### src/rtl/mpuart_pkg.sv
package mpuart_pkg;

  typedef enum logic [1:0] {
    ST_IDLE  = 2'd0,
    ST_START = 2'd1,
    ST_DATA  = 2'd2,
    ST_STOP  = 2'd3
  } rx_state_t;

  function automatic logic maj3(input logic a, input logic b, input logic c);
    return (a & b) | (a & c) | (b & c);
  endfunction

endpackage

### src/rtl/mpuart_rx_sync.sv
module mpuart_rx_sync #(
  parameter int STAGES = 2
) (
  input  logic clk,
  input  logic rst,
  input  logic din,
  output logic dout
);
  logic [STAGES-1:0] sr;

  generate
    if (STAGES == 1) begin : g_one
      always_ff @(posedge clk) begin
        if (rst) sr <= '1;
        else     sr <= din;
      end
    end else begin : g_chain
      always_ff @(posedge clk) begin
        if (rst) sr <= '1;
        else     sr <= {sr[STAGES-2:0], din};
      end
    end
  endgenerate

  assign dout = sr[STAGES-1];
endmodule

### src/rtl/mpuart_rx_fsm.sv
module mpuart_rx_fsm
  import mpuart_pkg::*;
#(
  parameter int OSR = 16,
  parameter int NB  = 9
) (
  input  logic          clk,
  input  logic          rst,
  input  logic          en,
  input  logic          tick,
  input  logic          rxd_s,
  output logic          done,
  output logic          stop_bit,
  output logic [NB-1:0] frame
);
  localparam int CW  = $clog2(OSR);
  localparam int IW  = $clog2(NB + 1);
  localparam int MID = OSR / 2;
  localparam logic [CW-1:0] V0_AT    = CW'(MID - 1);
  localparam logic [CW-1:0] V1_AT    = CW'(MID);
  localparam logic [CW-1:0] DEC_AT   = CW'(MID + 1);
  localparam logic [CW-1:0] LAST_SUB = CW'(OSR - 1);
  localparam logic [IW-1:0] LAST_IDX = IW'(NB);

  rx_state_t     st;
  logic [CW-1:0] cnt;
  logic [IW-1:0] idx;
  logic          prev_hi;
  logic          v0, v1;
  logic [NB-1:0] shreg;
  logic          vote;

  assign vote     = maj3(v0, v1, rxd_s);
  assign done     = tick && (st == ST_STOP) && (cnt == DEC_AT);
  assign stop_bit = vote;
  assign frame    = shreg;

  always_ff @(posedge clk) begin
    if (rst) begin
      st      <= ST_IDLE;
      cnt     <= '0;
      idx     <= '0;
      prev_hi <= 1'b0;
      v0      <= 1'b1;
      v1      <= 1'b1;
      shreg   <= '0;
    end else if (!en) begin
      st      <= ST_IDLE;
      cnt     <= '0;
      prev_hi <= 1'b0;
    end else if (tick) begin
      if (st == ST_IDLE) begin
        prev_hi <= rxd_s;
        if (prev_hi && !rxd_s) begin
          st  <= ST_START;
          cnt <= CW'(1);
        end
      end else begin
        if (cnt == LAST_SUB) cnt <= '0;
        else                 cnt <= cnt + 1'b1;
        if (cnt == V0_AT) v0 <= rxd_s;
        if (cnt == V1_AT) v1 <= rxd_s;
        if (cnt == DEC_AT) begin
          case (st)
            ST_START: if (vote) begin
              st      <= ST_IDLE;
              prev_hi <= 1'b1;
              cnt     <= '0;
            end
            ST_DATA: begin
              shreg <= {vote, shreg[NB-1:1]};
              idx   <= idx + 1'b1;
            end
            ST_STOP: begin
              st      <= ST_IDLE;
              prev_hi <= vote;
              cnt     <= '0;
            end
            default: ;
          endcase
        end
        if (cnt == LAST_SUB) begin
          if (st == ST_START) begin
            st  <= ST_DATA;
            idx <= '0;
          end else if (st == ST_DATA && idx == LAST_IDX) begin
            st <= ST_STOP;
          end
        end
      end
    end
  end

  // disabling forces the hunt state at the next edge
  assert_idle_when_off_R12: assert property (@(posedge clk) disable iff (rst)
    !en |=> st == ST_IDLE);

endmodule

### src/rtl/mpuart_addr_match.sv
module mpuart_addr_match #(
  parameter int W = 8
) (
  input  logic [W-1:0] rx_byte,
  input  logic [W-1:0] own,
  input  logic [W-1:0] mask,
  output logic         hit
);
  logic [W-1:0] bcast;
  logic         own_hit, bc_hit;

  assign bcast   = own | mask;
  assign own_hit = ((rx_byte ^ own) & mask) == '0;
  assign bc_hit  = (~rx_byte & bcast) == '0;
  assign hit     = own_hit | bc_hit;
endmodule

### src/rtl/mpuart_rx.sv
module mpuart_rx #(
  parameter int DW          = 8,
  parameter int OSR         = 16,
  parameter int SYNC_STAGES = 2
) (
  input  logic          clk,
  input  logic          rst,
  input  logic          rx_en,
  input  logic          filt_en,
  input  logic [DW-1:0] own_addr,
  input  logic [DW-1:0] addr_mask,
  input  logic          baud_tick,
  input  logic          rxd,
  input  logic          clr_rdy,
  input  logic          clr_ferr,
  output logic [DW-1:0] rx_data,
  output logic          rx_bit9,
  output logic          rx_rdy,
  output logic          frame_err
);
  localparam int NB = DW + 1;

  logic          rxd_s;
  logic          frm_done;
  logic          frm_stop;
  logic [NB-1:0] frm_word;
  logic          addr_hit;
  logic          accept;

  mpuart_rx_sync #(.STAGES(SYNC_STAGES)) u_sync (
    .clk(clk), .rst(rst), .din(rxd), .dout(rxd_s)
  );

  mpuart_rx_fsm #(.OSR(OSR), .NB(NB)) u_fsm (
    .clk(clk), .rst(rst), .en(rx_en), .tick(baud_tick), .rxd_s(rxd_s),
    .done(frm_done), .stop_bit(frm_stop), .frame(frm_word)
  );

  mpuart_addr_match #(.W(DW)) u_match (
    .rx_byte(frm_word[DW-1:0]), .own(own_addr), .mask(addr_mask), .hit(addr_hit)
  );

  assign accept = frm_done && !rx_rdy &&
                  (!filt_en || (frm_word[DW] && addr_hit));

  always_ff @(posedge clk) begin
    if (rst) begin
      rx_data   <= '0;
      rx_bit9   <= 1'b0;
      rx_rdy    <= 1'b0;
      frame_err <= 1'b0;
    end else begin
      if (accept) begin
        rx_data <= frm_word[DW-1:0];
        rx_bit9 <= frm_word[DW];
        rx_rdy  <= 1'b1;
      end else if (clr_rdy) begin
        rx_rdy <= 1'b0;
      end
      if (frm_done && !frm_stop) frame_err <= 1'b1;
      else if (clr_ferr)         frame_err <= 1'b0;
    end
  end

  // the flag only rises on a stop-bit decision
  assert_rdy_on_stop_R3: assert property (@(posedge clk) disable iff (rst)
    $rose(rx_rdy) |-> $past(frm_done));

  // holding registers frozen while the flag is up
  assert_hold_frozen_R4: assert property (@(posedge clk) disable iff (rst)
    ($past(rx_rdy) && rx_rdy) |-> ($stable(rx_data) && $stable(rx_bit9)));

  // under filtering only matching address frames land
  assert_filter_addr_only_R6: assert property (@(posedge clk) disable iff (rst)
    ($rose(rx_rdy) && $past(filt_en)) |-> (rx_bit9 && $past(addr_hit)));

  // framing error is sticky until cleared
  assert_ferr_sticky_R9: assert property (@(posedge clk) disable iff (rst)
    ($past(frame_err) && !$past(clr_ferr)) |-> frame_err);

  // flag falls only by a clear request
  assert_rdy_clear_only_R10: assert property (@(posedge clk) disable iff (rst)
    $fell(rx_rdy) |-> $past(clr_rdy));

endmodule

### config.mk
export PLATFORM = sky130hd
export DESIGN_NAME = mpuart_rx
export DESIGN_NICKNAME = d
export VERILOG_FILES = /design/src/rtl/mpuart_pkg.sv /design/src/rtl/mpuart_rx_sync.sv /design/src/rtl/mpuart_rx_fsm.sv /design/src/rtl/mpuart_addr_match.sv /design/src/rtl/mpuart_rx.sv
export SDC_FILE = /design/constraint.sdc
export NUM_CORES = 1
export LEC_CHECK = 0
export CORE_MARGIN = 1
export CORE_UTILIZATION = 55
export DETAILED_ROUTE_END_ITERATION = 16
export DONT_BUFFER_PORTS = 1
export PLACE_DENSITY = 0.72
export SYNTH_ARGS = -nofsm -noshare
export SYNTH_HDL_FRONTEND = slang
export SYNTH_SLANG_ARGS = --single-unit
### constraint.sdc
create_clock -name clk -period 5.32 [get_ports clk]
set_clock_uncertainty 0.15 [all_clocks]
set_input_delay 0.798 -clock clk [delete_from_list [all_inputs] [get_ports clk]]
set_output_delay 0.798 -clock clk [all_outputs]
set_load 0.02 [all_outputs]
**Yosys cells after proc, flatten, opt, wreduce, memory -nomap -nowiden**

Index checks and enable logic that the tools add are counted.

- Register bits after elaboration: 35
- Bits of input ports: 24
- Output and inout bits: 11
- Word-level logic and storage cells: 90

- Add/subtract/negate cells: 2
- Eq/ne operators: 10
- Mux-type cells: 26
- Bitwise operators: 13
- Reductions and logical operators: 27

Operators with widths:

| cell | number |
|---|---|
| $mux 4 | 9 |
| $and 8x8->8 | 2 |
| $eq 4x4->1 const B | 4 |
| $logic_not 8->1 | 2 |
| $mux 2 | 7 |
| $reduce_and 4->1 | 3 |
| $add 4x1->4 const B | 2 |
| $logic_and 1x1->1 | 8 |
| $not 8->8 | 1 |
| $or 8x8->8 | 1 |
| $pmux 4 s2 | 1 |
| $xor 8x8->8 | 1 |
| $mux 1 | 7 |
| $reduce_bool 2->1 | 3 |
| $reduce_and 5->1 | 1 |
| $eq 2x2->1 const B | 2 |
| $eq 4x3->1 const B | 1 |
| $logic_not 1->1 | 4 |
| $pmux 2 s2 | 1 |
| $and 1x1->1 | 3 |
| $ne 3x2->1 const B | 1 |
| $or 1x1->1 | 3 |
| $reduce_and 3->1 | 1 |
| $reduce_bool 3->1 | 1 |
| 8 further kinds | 9 |

**Logic depth before layout (Yosys ltp)**

- Depth in word-level cells: 10
- Gate-level depth with buffers: 9
- Mapped depth without buffers: 7

**Cells and area by module**

From an unflattened synthesis, not the netlist that was laid out.

- Cells, all modules: 213
- Area, all modules: 1,946.9 µm²

Modules (own cells, without submodules):

| module | times used | cells each | area an instance (µm²) | seq. area each (µm²) |
|---|---|---|---|---|
| mpuart_rx_fsm | 1 | 133 | 1,206.2 | 440.4 |
| mpuart_rx | 1 | 50 | 498.0 | 220.2 |
| mpuart_addr_match | 1 | 26 | 190.2 | 0.0 |
| mpuart_rx_sync | 1 | 4 | 52.6 | 40.0 |

**Least setup slack after synthesis**

No wires, ideal clock.

- Path kind: input-to-reg
- Start point: input own_addr[2]
- End point: register rx_bit9
- Setup time: 0.072 ns
- Arrival time: 1.993 ns
- Data required time: 5.098 ns
- Path slack: 3.105 ns
- Stages on the path: 6
- Path buffers: 1
- Cells stage by stage: nor2_1 > o22ai_1 > or4_4 > a31oi_2 > buf_6 > mux2i_1

- Longest elaborated chain between the ends: 7
- Elaborated cells on any way between the ends: 10
- Those cells by class: bitwise: 5; reduce/logical: 5

RTL lines:

| item | line | RTL |
|---|---|---|
| from (decl) | mpuart_rx.sv:10 | `input logic [DW-1:0] own_addr,` |
| $xor 8x8->8 or $or 8x8->8 (tied branches) | mpuart_addr_match.sv:13, mpuart_addr_match.sv:12 |  |
| $and 8x8->8, on equally long branches | mpuart_addr_match.sv:13, mpuart_addr_match.sv:14 |  |
| $logic_not 8->1, on equally long branches | mpuart_addr_match.sv:13, mpuart_addr_match.sv:14 |  |
| $or 1x1->1 * | mpuart_addr_match.sv:15 | `assign hit = own_hit \| bc_hit;` |
| $logic_and 1x1->1 * | mpuart_rx.sv:44 | `(!filt_en \|\| (frm_word[DW] && addr_hit));` |
| $logic_or 1x1->1 * | mpuart_rx.sv:44 |  |
| $logic_and 1x1->1 * | mpuart_rx.sv:43 | `assign accept = frm_done && !rx_rdy &&` |
| to (signal assigned) | mpuart_rx.sv:55 | `rx_bit9 <= frm_word[DW];` |
| to (decl) | mpuart_rx.sv:17 | `output logic rx_bit9,` |

Every way passes the cells marked *; elsewhere a longest branch is shown, timed or not.
A chain may end at the register's enable or synchronous reset.

**Final worst setup path**

- Start point: input own_addr[2]
- End point: register rx_data[7]

- Longest elaborated chain between the ends: 7
- Elaborated cells on any way between the ends: 10
- Those cells by class: bitwise: 5; reduce/logical: 5

RTL lines:

| item | line | RTL |
|---|---|---|
| $xor 8x8->8 or $or 8x8->8 (tied branches) | mpuart_addr_match.sv:13, mpuart_addr_match.sv:12 |  |
| $and 8x8->8, on equally long branches | mpuart_addr_match.sv:13, mpuart_addr_match.sv:14 |  |
| $logic_not 8->1, on equally long branches | mpuart_addr_match.sv:13, mpuart_addr_match.sv:14 |  |
| $or 1x1->1 * | mpuart_addr_match.sv:15 |  |
| $logic_and 1x1->1 * | mpuart_rx.sv:44 |  |
| $logic_or 1x1->1 * | mpuart_rx.sv:44 |  |
| $logic_and 1x1->1 * | mpuart_rx.sv:43 |  |
| to (signal assigned) | mpuart_rx.sv:54 | `rx_data <= frm_word[DW-1:0];` |
| to (decl) | mpuart_rx.sv:16 | `output logic [DW-1:0] rx_data,` |

Marks and branches as above.

==> flow_metrics.env <==
export IMPL_num_vias=1391
export IMPL_cap_violations=0
export IMPL_slew_headroom_pct=48.8
export IMPL_irDropWorstVdd_v=0.000161
export IMPL_hpwlAfterDp_um=2570
export IMPL_yosysSeqAreaShare_pct=38.9
export IMPL_stdcell_area_um2=1870
export IMPL_worstHoldPathCells=1
export IMPL_status="completed"
export IMPL_grt_remaining_overflow=0
export IMPL_row_count=20
export IMPL_postCtsResizedCells=0
export IMPL_cts_htree_levels=2
export IMPL_grt_antenna_before_repair=0
export IMPL_clockBufferDepth=2
export IMPL_p_seq_share_pct=60.0
export IMPL_slew_violations=0
export IMPL_layout_drive_gt1_share_pct=5.97
export IMPL_min_period_ps=2320
export IMPL_post_cts_setup_buffers=0
export IMPL_place_area_um2=1800
export IMPL_cts_buffers=5
export IMPL_placedCellCount=237
export IMPL_ys_warn_count=0
export IMPL_worstMarginPinSlew_ps=766
export IMPL_ys_ff_latch=35
export IMPL_fin_nets=229
export IMPL_ys_top_cells_by_area="dfxtp_1 (39%), mux2i_1 (11%), nand2b_1 (6.9%), nor2_1 (6.2%), xor2_1 (4.9%)"
export IMPL_max_stage_delay_ps=660
export IMPL_syn_avg_cell_area_um2=8.93
export IMPL_core_area_um2=3080
export IMPL_grt_usage_pct=22.8
export IMPL_cts_tree="built"
export IMPL_cts_root_buffer="clkbuf_4"
export IMPL_clk_pin_slew_ps=100
export IMPL_area_growth_pct=3.82
export IMPL_post_place_ws_ps=2630
export IMPL_internal_power_w=0.000349
export IMPL_worstRegToRegCells=7
export IMPL_syn_num_nets=231
export IMPL_antenna_cells=0
export IMPL_power_density_nw_per_um2=235
export IMPL_hold_buffers=0
export IMPL_place_gp_congestion=0.848
export IMPL_cts_sinks=35
export IMPL_hp_class="reg2reg"
export IMPL_clock_latency_ps=340
export IMPL_worstPathCellList="nor2_1, o22ai_1, or4_4, a31oi_2, mux2i_1"
export IMPL_syn_area_um2=1800
export IMPL_rsz0062_at_grt="false"
export IMPL_critical_path_required_ps=5430
export IMPL_hold_viol_final=0
export IMPL_ios=35
export IMPL_synth_top_cell_area_share_pct=38.9
export IMPL_portBuffers=0
export IMPL_synth_cell_type_count=44
export IMPL_cp_end_kind="register"
export IMPL_p_sw_share_pct=20.7
export IMPL_first_iter_violations=104
export IMPL_syn_instance_count=202
export IMPL_cp_slowest_cell="a31oi_2"
export IMPL_drt_pass1_iterations=5
export IMPL_fp_dieW_um=59.3
export IMPL_p_leak_nw=0.667
export IMPL_die_area_um2=3510
export IMPL_finalSetupTns_ps=0
export IMPL_final_setup_viol_count=0
export IMPL_drt_total_wl_um=3580
export IMPL_p_switching_w=0.0000910
export IMPL_crit_path_max_fanout=10
export IMPL_final_util_pct=60.8
export IMPL_remaining_drc_errors=0
export IMPL_grt_pass1_wl_um=5910
export IMPL_fmax_ghz=0.430
export IMPL_cp_arrival_ps=2440
export IMPL_p_clk_share_pct=36.9
export IMPL_ant_nets=0
export IMPL_grt_max_degree=36
export IMPL_period_share_pct=43.7
export IMPL_synth_area_leader_cell="dfxtp_1"
export IMPL_startpoint_type="primary input"
export IMPL_pwr_share_comb_pct=3.1
export IMPL_wl_per_cell_um=14.6
export IMPL_fp_dieH_um=59.3
export IMPL_worst_slack_ps=3000
export IMPL_final_cells=245
export IMPL_avgViaCountPerCell=5.68
export IMPL_grt_pass1_vias=1378
export IMPL_critical_path_class="in2reg"
export IMPL_initial_core_util_pct=58.6
==> path summary, 6_finish.rpt <==
check / startpoint / end / slack (ps)
worst max-delay path: own_addr[2] / rx_data[7]$_SDFFE_PP0P_ / 3000
worst min-delay path: u_sync.sr[0]$_SDFF_PP1_ / u_sync.sr[1]$_SDFF_PP1_ / 280
worst max register to register: u_fsm.cnt[1]$_SDFFE_PP0P_ / rx_data[7]$_SDFFE_PP0P_ / 3050
worst min register to register: u_sync.sr[0]$_SDFF_PP1_ / u_sync.sr[1]$_SDFF_PP1_ / 280
==> flip-flops by register name, summed over array words and instances, names as in the netlist <==
signal,cells
rx_data,8
rx_bit9,1
u_fsm.idx,4
u_fsm.st,2
u_fsm.cnt,4
u_fsm.v1,1
u_fsm.prev_hi,1
rx_rdy,1
u_fsm.frame,9
u_fsm.v0,1
u_sync.sr,2
frame_err,1
==> cell usage in the layout (no fill, tap or decap), types with 2 or more instances in the layout <==
cell type,count
nor2_1,30
dfxtp_1,35
or2_2,2
o22ai_1,5
o21ai_1,2
clkbuf_4,5
inv_1,8
a211oi_1,2
nor2b_1,4
o21ai_0,4
ha_1,5
xor2_1,10
a21oi_1,9
o21bai_1,2
clkbuf_8,2
a32oi_1,2
a22oi_1,4
nand2_1,6
mux2i_1,19
nand2b_1,20
nand4_1,3
==> power groups by stage <==
stage	sequential, W	clock [W]	combinational, W
6_report	0.000264	0.000162	0.0000137
5_1_grt	0.000264	0.000178	0.0000155
4_1_cts	0.000264	0.000169	0.0000138
3_5_place_dp	0.000270	0	0.0000137
3_3_place_gp	0.000270	0	0.0000133
2_1_floorplan	0.000269	0	0.0000153
==> cell usage after synthesis (all sizes together) <==
master / count
o21ai: 6
or2: 3
maj3: 1
o21ba: 1
nand4b: 1
a32oi: 2
nor3b: 1
nor2: 30
clkbuf: 4
inv: 8
nand4: 3
nand2b: 20
dfxtp: 35
mux2i: 19
nor2b: 4
xor2: 10
buf: 5
nor4: 1
o22ai: 5
a22oi: 4
ha: 5
or4: 1
and3: 1
nor3: 1
o21bai: 2
o21a: 1
a41o: 1
xnor2: 1
a211oi: 2
or2b: 1
o41ai: 1
or3: 1
a21oi: 9
and3b: 1
a31oi: 2
nand2: 6
and4: 2
o31a: 1
==> logic make-up (layout without fill, tap and decap cells) <==
family,count (synthesis),after routing,share of synthesized area (%)
AO/OA/AOI/OAI,37,37,13.7
adder cells (fa/ha/maj),6,6,4.03
flip-flops,35,35,38.9
AND/OR/NAND/NOR,77,77,22.8
buffers and inverters,17,16,4.72
multiplexers,19,19,10.5
XOR/XNOR,11,11,5.34
==> area by class of cell <==
cell class	instances	area, um^2
Tap cell	44	55.1
Multi-Input combinational cell	150	1020
Clock buffer	8	68.8
Sequential cell	35	701
Inverter	8	30.0
Fill cell	284	1210
==> metal layers <==
metal | vias up | GRT usage (%) | part of all wire [%] | wire [um]
met1 | 654 | 28.3 | 47 | 1670
met4 | 0 | 12.2 | 1.8 | 64
met2 | 38 | 36.1 | 46 | 1640
li1 | 692 | - | - | -
met3 | 7 | 5.90 | 5.8 | 207
met5 | - | 0 | 0 | 0
==> metrics by stage <==
stage | total power, W | hold slack [ps]
6_report | 0.000440 | 277
3_3_place_gp | 0.000283 | 258
2_1_floorplan | 0.000285 | 239
3_5_place_dp | 0.000283 | 265
4_1_cts | 0.000446 | 282
5_1_grt | 0.000457 | 296
==> worst max-delay path, delay by kind of cell <==
kind            cells  cell delay [ps]
compound gates      2              750
simple gates        2              630
mux                 1              260
No activity file was read; power rests on OpenSTA's default activity.
